==> src/rtl/dlt_pkg.sv <==
package dlt_pkg;

    typedef enum logic [1:0] {
        RK_LOAD  = 2'b00,
        RK_STORE = 2'b01
    } req_kind_e;

    typedef enum logic [1:0] {
        RSP_DATA = 2'b01,
        RSP_ACK  = 2'b10
    } rsp_kind_e;

    typedef enum logic [1:0] {
        ES_IDLE    = 2'b00,
        ES_RD_OPEN = 2'b01,
        ES_WR_OPEN = 2'b10
    } ent_state_e;

    function automatic logic req_kind_ok(input logic [1:0] k);
        return (k == RK_LOAD) || (k == RK_STORE);
    endfunction

    function automatic logic rsp_kind_ok(input logic [1:0] k);
        return (k == RSP_DATA) || (k == RSP_ACK);
    endfunction

endpackage

==> src/rtl/dlt_entry_table.sv <==
module dlt_entry_table #(
    parameter int NENT  = 4,
    parameter int LINEW = 12,
    localparam int IW   = (NENT > 1) ? $clog2(NENT) : 1
) (
    input  logic                    clk,
    input  logic                    rst,
    input  logic                    alloc_en,
    input  logic                    alloc_wr,
    input  logic [LINEW-1:0]        alloc_line,
    input  logic                    free_en,
    input  logic [IW-1:0]           free_idx,
    input  logic [LINEW-1:0]        q_line,
    output logic                    q_hit,
    input  logic [LINEW-1:0]        r_line,
    output logic                    r_hit,
    output logic [IW-1:0]           r_idx,
    output dlt_pkg::ent_state_e     r_state,
    output logic                    full
);
    import dlt_pkg::*;

    ent_state_e       st [NENT];
    logic [LINEW-1:0] ln [NENT];
    logic [NENT-1:0]  busy;
    logic [IW-1:0]    alloc_idx;

    for (genvar g = 0; g < NENT; g++) begin : g_ent
        assign busy[g] = (st[g] != ES_IDLE);
        always_ff @(posedge clk) begin
            if (rst) begin
                st[g] <= ES_IDLE;
                ln[g] <= '0;
            end else if (free_en && (free_idx == IW'(g))) begin
                st[g] <= ES_IDLE;
            end else if (alloc_en && (alloc_idx == IW'(g))) begin
                st[g] <= alloc_wr ? ES_WR_OPEN : ES_RD_OPEN;
                ln[g] <= alloc_line;
            end
        end
    end

    assign full = &busy;

    // lowest idle entry takes the next allocation
    always_comb begin
        alloc_idx = '0;
        for (int i = NENT - 1; i >= 0; i--) begin
            if (!busy[i]) alloc_idx = IW'(i);
        end
    end

    always_comb begin
        q_hit   = 1'b0;
        r_hit   = 1'b0;
        r_idx   = '0;
        r_state = ES_IDLE;
        for (int i = 0; i < NENT; i++) begin
            if (busy[i] && ln[i] == q_line) q_hit = 1'b1;
            if (busy[i] && ln[i] == r_line) begin
                r_hit   = 1'b1;
                r_idx   = IW'(i);
                r_state = st[i];
            end
        end
    end

    AST_ALLOC_HAS_ROOM: assert property (@(posedge clk) disable iff (rst)
        alloc_en |-> !full);
    AST_ALLOC_UNIQUE_LINE: assert property (@(posedge clk) disable iff (rst)
        (alloc_en && alloc_line == q_line) |-> !q_hit);
    AST_FREE_ONLY_OPEN: assert property (@(posedge clk) disable iff (rst)
        free_en |-> busy[free_idx]);

endmodule

==> src/rtl/dlt_park_fifo.sv <==
module dlt_park_fifo #(
    parameter int DEPTH = 4,
    parameter int W     = 8,
    localparam int PW   = (DEPTH > 1) ? $clog2(DEPTH) : 1,
    localparam int CW   = $clog2(DEPTH + 1)
) (
    input  logic          clk,
    input  logic          rst,
    input  logic          push,
    input  logic [W-1:0]  din,
    input  logic          pop,
    output logic [W-1:0]  dout,
    output logic [CW-1:0] count,
    output logic          full,
    output logic          empty
);
    logic [W-1:0]  mem [DEPTH];
    logic [PW-1:0] wr_ptr, rd_ptr;

    assign full  = (count == CW'(DEPTH));
    assign empty = (count == '0);
    assign dout  = mem[rd_ptr];

    always_ff @(posedge clk) begin
        if (rst) begin
            wr_ptr <= '0;
            rd_ptr <= '0;
            count  <= '0;
        end else begin
            if (push) begin
                mem[wr_ptr] <= din;
                wr_ptr <= (wr_ptr == PW'(DEPTH - 1)) ? '0 : wr_ptr + 1'b1;
            end
            if (pop) begin
                rd_ptr <= (rd_ptr == PW'(DEPTH - 1)) ? '0 : rd_ptr + 1'b1;
            end
            case ({push, pop})
                2'b10:   count <= count + 1'b1;
                2'b01:   count <= count - 1'b1;
                default: count <= count;
            endcase
        end
    end

    AST_PK_NO_OVERFLOW: assert property (@(posedge clk) disable iff (rst)
        (push && !pop) |-> !full);
    AST_PK_NO_UNDERFLOW: assert property (@(posedge clk) disable iff (rst)
        pop |-> !empty);

endmodule

==> src/rtl/dlt_send_pipe.sv <==
module dlt_send_pipe #(
    parameter int LAT = 6,
    parameter int W   = 8
) (
    input  logic         clk,
    input  logic         rst,
    input  logic         in_valid,
    input  logic [W-1:0] in_data,
    output logic         out_valid,
    output logic [W-1:0] out_data
);
    logic [LAT-1:0] v;
    logic [W-1:0]   d [LAT];

    always_ff @(posedge clk) begin
        if (rst) v[0] <= 1'b0;
        else     v[0] <= in_valid;
        d[0] <= in_data;
    end

    for (genvar g = 1; g < LAT; g++) begin : g_stage
        always_ff @(posedge clk) begin
            if (rst) v[g] <= 1'b0;
            else     v[g] <= v[g-1];
            d[g] <= d[g-1];
        end
    end

    assign out_valid = v[LAT-1];
    assign out_data  = d[LAT-1];

endmodule

==> src/rtl/dma_line_tracker.sv <==
module dma_line_tracker #(
    parameter int NENT     = 4,
    parameter int PDEPTH   = 4,
    parameter int AW       = 16,
    parameter int OFF      = 4,
    parameter int DW       = 32,
    parameter int LW       = 4,
    parameter int IDW      = 8,
    parameter int SRC_ID   = 90,
    parameter int SEND_LAT = 6,
    localparam int LINEW   = AW - OFF
) (
    input  logic             clk,
    input  logic             rst,
    input  logic             req_valid,
    output logic             req_ready,
    input  logic [1:0]       req_kind,
    input  logic [AW-1:0]    req_paddr,
    input  logic [DW-1:0]    req_data,
    input  logic [LW-1:0]    req_len,
    output logic             out_valid,
    output logic             out_write,
    output logic [AW-1:0]    out_paddr,
    output logic [LINEW-1:0] out_line,
    output logic [DW-1:0]    out_data,
    output logic [LW-1:0]    out_len,
    output logic [IDW-1:0]   out_src,
    input  logic             rsp_valid,
    input  logic [1:0]       rsp_kind,
    input  logic [LINEW-1:0] rsp_line,
    input  logic [DW-1:0]    rsp_data,
    output logic             done_valid,
    output logic             done_write,
    output logic [LINEW-1:0] done_line,
    output logic [DW-1:0]    done_data,
    output logic             err_req,
    output logic             err_rsp,
    output logic             err_proto
);
    import dlt_pkg::*;

    localparam int MW = 1 + AW + DW + LW;
    localparam int IW = (NENT > 1) ? $clog2(NENT) : 1;
    localparam int CW = $clog2(PDEPTH + 1);

    // ---------------- candidate selection ----------------
    logic [CW-1:0]    replay_cnt;
    logic             wake_pend;
    logic             from_park;
    logic             in_take;
    logic [MW-1:0]    pk_head, in_msg, cand_msg;
    logic [AW-1:0]    cand_paddr;
    logic [LINEW-1:0] cand_line;
    logic             cand_act, cand_bad, launch, park_push;
    logic             tbl_full, q_hit;
    logic [CW-1:0]    pk_count;
    logic             pk_full, pk_empty;

    assign from_park = (replay_cnt != '0);
    assign req_ready = !from_park && !wake_pend && !tbl_full && !pk_full;
    assign in_take   = req_valid && req_ready;

    assign in_msg     = {req_kind == RK_STORE, req_paddr, req_data, req_len};
    assign cand_msg   = from_park ? pk_head : in_msg;
    assign cand_paddr = cand_msg[MW-2 -: AW];
    assign cand_line  = cand_paddr[AW-1:OFF];

    assign cand_act  = from_park || in_take;
    assign cand_bad  = in_take && !req_kind_ok(req_kind);
    assign launch    = cand_act && !cand_bad && !q_hit && !tbl_full;
    assign park_push = cand_act && !cand_bad && !launch;

    // ---------------- response matching ----------------
    logic             r_hit;
    logic [IW-1:0]    r_idx;
    ent_state_e       r_state;
    logic             match_rd, match_wr, complete;

    assign match_rd = r_hit && (r_state == ES_RD_OPEN) && (rsp_kind == RSP_DATA);
    assign match_wr = r_hit && (r_state == ES_WR_OPEN) && (rsp_kind == RSP_ACK);
    assign complete = rsp_valid && (match_rd || match_wr);

    dlt_entry_table #(.NENT(NENT), .LINEW(LINEW)) u_table (
        .clk        (clk),
        .rst        (rst),
        .alloc_en   (launch),
        .alloc_wr   (cand_msg[MW-1]),
        .alloc_line (cand_line),
        .free_en    (complete),
        .free_idx   (r_idx),
        .q_line     (cand_line),
        .q_hit      (q_hit),
        .r_line     (rsp_line),
        .r_hit      (r_hit),
        .r_idx      (r_idx),
        .r_state    (r_state),
        .full       (tbl_full)
    );

    dlt_park_fifo #(.DEPTH(PDEPTH), .W(MW)) u_park (
        .clk   (clk),
        .rst   (rst),
        .push  (park_push),
        .din   (cand_msg),
        .pop   (from_park),
        .dout  (pk_head),
        .count (pk_count),
        .full  (pk_full),
        .empty (pk_empty)
    );

    logic [MW-1:0] snd_msg;

    dlt_send_pipe #(.LAT(SEND_LAT), .W(MW)) u_send (
        .clk       (clk),
        .rst       (rst),
        .in_valid  (launch),
        .in_data   (cand_msg),
        .out_valid (out_valid),
        .out_data  (snd_msg)
    );

    assign {out_write, out_paddr, out_data, out_len} = snd_msg;
    assign out_line = out_paddr[AW-1:OFF];
    assign out_src  = IDW'(SRC_ID);

    // ---------------- replay control ----------------
    always_ff @(posedge clk) begin
        if (rst) begin
            replay_cnt <= '0;
            wake_pend  <= 1'b0;
        end else begin
            if (from_park)      replay_cnt <= replay_cnt - 1'b1;
            else if (wake_pend) replay_cnt <= pk_count;
            if (complete)                   wake_pend <= 1'b1;
            else if (!from_park && wake_pend) wake_pend <= 1'b0;
        end
    end

    // ---------------- completion and error flags ----------------
    always_ff @(posedge clk) begin
        if (rst) begin
            done_valid <= 1'b0;
            done_write <= 1'b0;
            done_line  <= '0;
            done_data  <= '0;
            err_req    <= 1'b0;
            err_rsp    <= 1'b0;
            err_proto  <= 1'b0;
        end else begin
            done_valid <= complete;
            done_write <= match_wr;
            done_line  <= rsp_line;
            done_data  <= match_rd ? rsp_data : '0;
            if (cand_bad) err_req <= 1'b1;
            if (rsp_valid && !rsp_kind_ok(rsp_kind)) err_rsp <= 1'b1;
            if (rsp_valid && rsp_kind_ok(rsp_kind) && !complete) err_proto <= 1'b1;
        end
    end

    AST_DONE_NEEDS_RSP: assert property (@(posedge clk) disable iff (rst)
        done_valid |-> $past(rsp_valid));
    AST_ERR_REQ_STICKY: assert property (@(posedge clk) disable iff (rst)
        err_req |=> err_req);
    AST_PARK_NOT_EMPTY_ON_REPLAY: assert property (@(posedge clk) disable iff (rst)
        from_park |-> !pk_empty);
    AST_NO_ACCEPT_WHEN_FULL: assert property (@(posedge clk) disable iff (rst)
        (tbl_full && req_valid) |-> !launch);

endmodule

==> config.mk <==
export PLATFORM = sky130hd
export DESIGN_NAME = dma_line_tracker
export DESIGN_NICKNAME = d
export VERILOG_FILES = /design/src/rtl/dlt_pkg.sv /design/src/rtl/dlt_entry_table.sv /design/src/rtl/dlt_park_fifo.sv /design/src/rtl/dlt_send_pipe.sv /design/src/rtl/dma_line_tracker.sv
export SDC_FILE = /design/constraint.sdc
export NUM_CORES = 1
export LEC_CHECK = 0
export ABC_AREA = 1
export CAP_MARGIN = 30
export CELL_PAD_IN_SITES_DETAIL_PLACEMENT = 1
export CELL_PAD_IN_SITES_GLOBAL_PLACEMENT = 2
export CORE_MARGIN = 3
export CORE_UTILIZATION = 40
export DETAILED_ROUTE_END_ITERATION = 16
export GPL_TIMING_DRIVEN = 0
export PLACE_DENSITY_LB_ADDON = 0.05
export SLEW_MARGIN = 20
export SYNTH_ARGS = -nofsm -noshare
export SYNTH_HDL_FRONTEND = slang
export SYNTH_SLANG_ARGS = --single-unit
==> constraint.sdc <==
create_clock -name clk -period 7.8 [get_ports clk]
set_input_delay 0.78 -clock clk [delete_from_list [all_inputs] [get_ports clk]]
set_output_delay 0.78 -clock clk [all_outputs]
set_load 0.01 [all_outputs]
; Word level (Yosys, flattened, before mapping)
; Memory sizes are Yosys's and may differ from the RTL's. A register that Yosys moved wholly into a read port is not among the register bits.
; Index checks and enable logic that the tools add are counted.
[classes]
add_sub_neg = 5
n_mul = 0
n_div = 0
order_cmp = 0
eq_ne = 24
shifts = 0
muxes = 75
n_bitwise = 13
reduce_logical = 61
[ops]
columns = operator, n
row1 = 12-bit equality test, 8
row2 = 53-bit two-way mux, 1
row3 = 12-bit two-way mux, 4
row4 = 2-bit two-way mux, 23
row5 = 1-bit two-way mux, 44
row6 = 1-bit logical AND, 34
row7 = "2-bit equality test, second input constant", 9
row8 = 2-bit nonzero test, 7
row9 = "2-bit by 1-bit equality test with 1-bit output, second input constant", 6
row10 = 1-bit bitwise OR, 12
row11 = 1-bit zero test, 10
row12 = 2-bit zero test, 3
row13 = 3-bit two-way mux, 2
row14 = 3-bit one-hot mux with 2 select lines, 1
row15 = "3-bit by 1-bit subtractor with 3-bit output, second input constant", 2
row16 = "2-bit by 1-bit adder with 2-bit output, second input constant", 2
row17 = 1-bit logical OR, 4
row18 = 4-bit AND reduction, 1
row19 = "3-bit by 1-bit adder with 3-bit output, second input constant", 1
row20 = "3-bit equality test, second input constant", 1
row21 = 3-bit nonzero test, 1
row22 = 2-bit OR reduction, 1
row23 = 1-bit inverter, 1
[word_totals]
ff_bits = 66
latch_bits = 0
ramBits = 586
rom_bits = 0
input_bits = 104
out_inout_bits = 124
wordCells = 200
mem_count = 4
[mem_list]
columns = name, depth, word_bits, read_ports, rd_ports_with_merged_regs, wr, line_no
row1 = u_send.d, 6, 53, 6, 0, 6, dlt_send_pipe.sv:13  ; logic [W-1:0] d [LAT];
row2 = u_park.mem, 4, 53, 1, 1, 1, dlt_park_fifo.sv:17  ; logic [W-1:0] mem [DEPTH];
row3 = u_table.ln, 4, 12, 4, 0, 4, dlt_entry_table.sv:24  ; logic [LINEW-1:0] ln [NENT];
row4 = u_table.st, 4, 2, 4, 0, 4, dlt_entry_table.sv:23  ; ent_state_e st [NENT];

; Logic depth before layout (Yosys ltp)
; An unclocked memory read counts as a cell.
[depth]
depth_word = 18
ltp_mapped = 25

; By module
; A second synthesis with hierarchy kept.
[unflattened]
hier_cells = 1791
hier_area_um2 = 21406.8
[by_module_without_submodules]
columns = mod, n_inst, cells_each, area_each_um2, seq_area_each_um2
row1 = dlt_park_fifo, 1, 574, 8499.4, 6546.3
row2 = dlt_send_pipe, 1, 336, 6531.3, 6486.2
row3 = dlt_entry_table, 1, 480, 3784.9, 1681.6
row4 = dma_line_tracker, 1, 401, 2591.2, 1061.0

; Least setup slack after synthesis
; OpenSTA, ideal clock, no wires.
[synth_timing]
path_kind = reg2reg
start = register replay_cnt[0]
end = memory u_park.mem[0][0] (netlist name) (enable)
setup_ps = 464
arrival_time_ps = 4311
required_ps = 7336
slack_ps = 3025
path_stages_with_launch = 20
synth_period_minus_slack_ps = 4775
path_cell_list = dfxtp_1 > inv_1 > ha_1 > inv_1 > nor2_4 > inv_2 > buf_2 > nand2_1 > nand2_1 > nand2_1 > nand2_1 > nor2_1 > nand2_1 > nor2_1 > nand2_1 > nand3_2 > nor2_8 > nor2_2 > nand2_1 > nor2_1
[synth_between]
elab_chain_len = 16
elab_cells_between_ends = 31
cone_classes = 4 x eq/ne / 8 x mux / 19 x reduce/logical
[synth_lines]
columns = element, line_no
row1 = start: declaration, dma_line_tracker.sv:47  ; logic [CW-1:0] replay_cnt;
row2 = start signal: assignment, dma_line_tracker.sv:133  ; if (from_park) replay_cnt <= replay_cnt - 1'b1;
row3 = start signal: assignment, dma_line_tracker.sv:134  ; else if (wake_pend) replay_cnt <= pk_count;
row4 = 3-bit nonzero test *, dma_line_tracker.sv:59  ; assign from_park = (replay_cnt != '0);
row5 = 53-bit two-way mux *, dma_line_tracker.sv:64  ; assign cand_msg = from_park ? pk_head : in_msg;
row6 = named net cand_msg[42], dma_line_tracker.sv:51  ; logic [MW-1:0] pk_head, in_msg, cand_msg;
row7 = 12-bit equality test, dlt_entry_table.sv:59  ; if (busy[i] && ln[i] == q_line) q_hit = 1'b1;
row8 = 1-bit logical AND, dlt_entry_table.sv:59
row9 = 1-bit two-way mux (3 in series), dlt_entry_table.sv:59
row10 = 1-bit two-way mux *, dlt_entry_table.sv:59
row11 = 1-bit zero test *, dma_line_tracker.sv:70  ; assign launch = cand_act && !cand_bad && !q_hit && !tbl_full;
row12 = 1-bit logical AND * (2 in series), dma_line_tracker.sv:70
row13 = 1-bit zero test *, dma_line_tracker.sv:71  ; assign park_push = cand_act && !cand_bad && !launch;
row14 = 1-bit logical AND *, dma_line_tracker.sv:71
row15 = 1-bit two-way mux *, dlt_park_fifo.sv:30  ; if (push) begin
row16 = 1-bit two-way mux *, dlt_park_fifo.sv:25  ; if (rst) begin
row17 = 1-bit two-way mux (implied by the code) *, dlt_park_fifo.sv:31  ; mem[wr_ptr] <= din;
row18 = end: declaration, dlt_park_fifo.sv:17
; The timed path passes the listed nets; every way through them passes the cells marked *.

; Worst setup path in the final report
[layout_timing]
start = register replay_cnt[0]
end = memory u_park.mem[1][1] (netlist name) (enable)
; The elaborated chain is that of the path after synthesis.

==> impl_metrics.json <==
{
  "finalWirelength_um": 59500,
  "num_vias": 14600,
  "clock-sinks": 654,
  "synth-main-ff-cell": "dfxtp_1",
  "grt_pass1_wl_um": 90600,
  "cts_buffers": 69,
  "r2r-end": "u_park.mem[1][1]",
  "gp_congestion": 0.891,
  "fin_ws_ns": 3.00,
  "power_density_nw_per_um2": 431,
  "critPathMaxStageDelay_ns": 0.70,
  "drive_above_1_share_pct": 8.35,
  "drcViolationCount": 0,
  "fin_crit_sh_pct": 61.5,
  "hp-class": "reg2reg",
  "wl_per_cell_um": 19.5,
  "rrSetupSlack_ns": 3.00,
  "cts_setup_buffers": 0,
  "crit_start": "replay_cnt[0]",
  "p_leak_nw": 11.3,
  "die_x_um": 240,
  "synth_top_area_share_pct": 36.8,
  "numPlacedInstances": 2918,
  "synthCells": 1988,
  "required_ns": 8.10,
  "vias_per_cell": 4.80,
  "critPathCapture": "u_park.mem[1][1]",
  "syn_area_um2": 21900,
  "grt_overflow": 0,
  "cp_top_family": "simple AND/OR/NAND/NOR gates",
  "die_area_um2": 57500,
  "status": "completed",
  "clockBufferDepth": 3,
  "path_buf_inv": 6,
  "setup_viol": 0,
  "yosysSeqAreaShare_pct": 72.2,
  "tightest_slew_ns": 0.949,
  "startpoint_type": "flop",
  "synth-async-reset-ratio_pct": 0,
  "cp_common_cell": "nand2_1",
  "dp_hpwl_um": 41700,
  "tritoncts": "yes",
  "cts.clk_slew.worst_paths_ns": 0.06,
  "cts_resized": 0,
  "io_pins": 228,
  "antenna_found_initial": 0,
  "clock_latency_ns": 0.61,
  "start_util_pct": 40.5,
  "hold_slack_ns": 0.315,
  "hold_viol_final": 0,
  "ys_warn_count": 0,
  "fin_skew_ns": 0.0330,
  "grt_max_degree": 22,
  "clockRootBuffer": "clkbuf_16",
  "dr.first_iter.drc_count": 727,
  "htreeDepth": 3,
  "slowest_stage": "nor2_4",
  "cp.arrival_ns": 5.10,
  "post-route-min-period_ns": 4.80,
  "nets": 2408,
  "num_rows": 85,
  "area.growth.synth_to_final_pct": 26.7,
  "r2r_cells": 20,
  "drv_slew": 0,
  "finalNonFillerCells": 3043,
  "numPortBuffers": 216,
  "synth_edf_count": 268,
  "die-height_um": 240,
  "drv_cap": 0,
  "syn_area_per_cell_um2": 11.0,
  "peakVddDrop_uv": 227,
  "grt_pass1_vias": 15500,
  "path_max_fanout": 20,
  "postRouteAntennaNets": 0,
  "antennaDiodeCount": 0,
  "synth.distinct_cells": 45,
  "maxSlewHeadroom_pct": 36.6,
  "hold_buffers": 0,
  "endpoint_kind": "flop",
  "crit_chain": "inv_1, ha_1, inv_1, nor2_4, inv_2, buf_2, nand2_1, nand2_1, nand2_1, nand2_1, nor2_1, nand3_1, inv_1, nand2_1, nand3_2, nor2_8, nor2_2, nand2_1, nor2_4, buf_12",
  "grtUsageTotal_pct": 20.8,
  "worst-path-stages": 20,
  "yosys-top-cells-area": "edfxtp_1, dfxtp_1, nor2_1",
  "rsz0062_at_grt": "false",
  "fmax_mhz": 209,
  "core_region_area_um2": 53900,
  "utilization_pct": 51.4,
  "synth-seq-cells": 654,
  "drt_pre_antenna_iters": 6,
  "pre_cts_ws_ns": 2.99,
  "rr_startpoint": "replay_cnt[0]",
  "yosysTopAreaCell": "edfxtp_1",
  "critical_path_class": "reg2reg"
}
[report_power, final]
group	internal [W]	total (W)	switching (W)
Combinational	0.00105	0.00317	0.00212
Sequential	0.00499	0.00534	0.000345
Clock	0.00208	0.00344	0.00135
Total	0.00813	0.0119	0.00381
[layout by cell type, fill, tap and decap left out, types with 6 or more instances in the layout]
cell type / Yosys / final
a21oi_1: 11 / 11
a31oi_1: 40 / 40
buf_1: 17 / 17
buf_16: 0 / 8
buf_2: 6 / 6
buf_4: 23 / 24
buf_6: 8 / 8
clkbuf_1: 29 / 43
clkbuf_16: 0 / 77
clkbuf_8: 0 / 15
clkdlybuf4s50_1: 0 / 216
clkinv_2: 0 / 7
conb_1: 2 / 8
dfxtp_1: 386 / 386
edfxtp_1: 268 / 268
ha_1: 10 / 10
inv_1: 190 / 190
nand2_1: 282 / 282
nand2_2: 10 / 10
nand3_1: 120 / 120
nand3b_1: 12 / 12
nand4_1: 9 / 9
nor2_1: 392 / 388
nor3_1: 10 / 10
o21ai_0: 94 / 94
or2_1: 11 / 11
xnor2_1: 10 / 10
xor2_1: 9 / 9
[cell families after synthesis]
kind of cell / Yosys count / share of synthesized area, %
other: 2 / 0.0344
and+or+nand+nor: 870 / 17.0
buffers and inverters: 276 / 5.46
xor gates and xnor gates: 19 / 0.761
adders and majority gates: 11 / 0.664
DFF: 654 / 72.2
AOI/OAI and AO/OA: 156 / 3.92
[how the worst min path moves through the flow]
stage,start,end,slack (ns),depth (start not counted)
floorplan,u_send.d[0][0],u_send.d[1][0],0.31,0
global placement,u_send.d[2][40],u_send.d[3][40],0.31,0
detailed placement,u_send.d[1][49],u_send.d[2][49],0.31,0
CTS,u_send.d[2][46],u_send.d[3][46],0.31,0
global route,u_send.d[3][21],u_send.d[4][21],0.32,0
finish,u_send.d[2][46],u_send.d[3][46],0.32,0
[metal layers]
layer	track usage (%)	vias to the layer above	part of all wire, %
li1	-	7066	-
met4	5.64	0	1.7
met1	27.2	7192	45
met5	0	-	0
met3	3.30	73	4.2
met2	35.9	280	49
[synth_stat cells, types with 2 or more instances]
cell / number
buf_1: 17
xor2_1: 9
o21ai_0: 94
conb_1: 2
or2_2: 3
nor4_1: 3
nand4_1: 9
o211ai_1: 3
edfxtp_1: 268
nand3_1: 120
nor2_2: 2
a21oi_1: 11
buf_6: 8
nand3b_1: 12
inv_2: 2
a31oi_1: 40
dfxtp_1: 386
nor3_1: 10
ha_1: 10
buf_4: 23
nand3_2: 5
nand2_1: 282
nand4_4: 4
buf_2: 6
o22ai_1: 3
inv_1: 190
clkbuf_1: 29
nor2_1: 392
nand2_2: 10
or2_1: 11
xnor2_1: 10
[final cells by class]
class / count / area (um^2)
fillers: 5754 / 26200
well taps: 696 / 871
repair buffers: 228 / 2450
clock inverters: 19 / 269
inverters: 193 / 727
plain buffers: 83 / 465
multi-input cells: 1064 / 4950
flip-flops and latches: 654 / 15800
clock buffers: 106 / 2190
[flip-flops by register name (all words and copies together), names as in the netlist, named ones only]
register,count
u_table.ln,48
done_write,1
u_park.mem,212
done_valid,1
done_line,12
u_park.count,3
err_proto,1
err_rsp,1
u_send.d,318
u_table.st,8
done_data,32
u_send.out_valid,1
wake_pend,1
err_req,1
replay_cnt,3
u_park.rd_ptr,2
u_park.wr_ptr,2
u_send.v,5
[metrics by stage]
step,area (um^2),power (W),TNS (ns)
after floorplan,21900,0.00705,0
after global placement,24900,0.00842,-67.48
after detailed placement,25200,0.00861,0
after CTS,27700,0.0121,0
after global routing,27700,0.0126,0
final,27700,0.0119,0
Power figures use the tool's default switching activity.
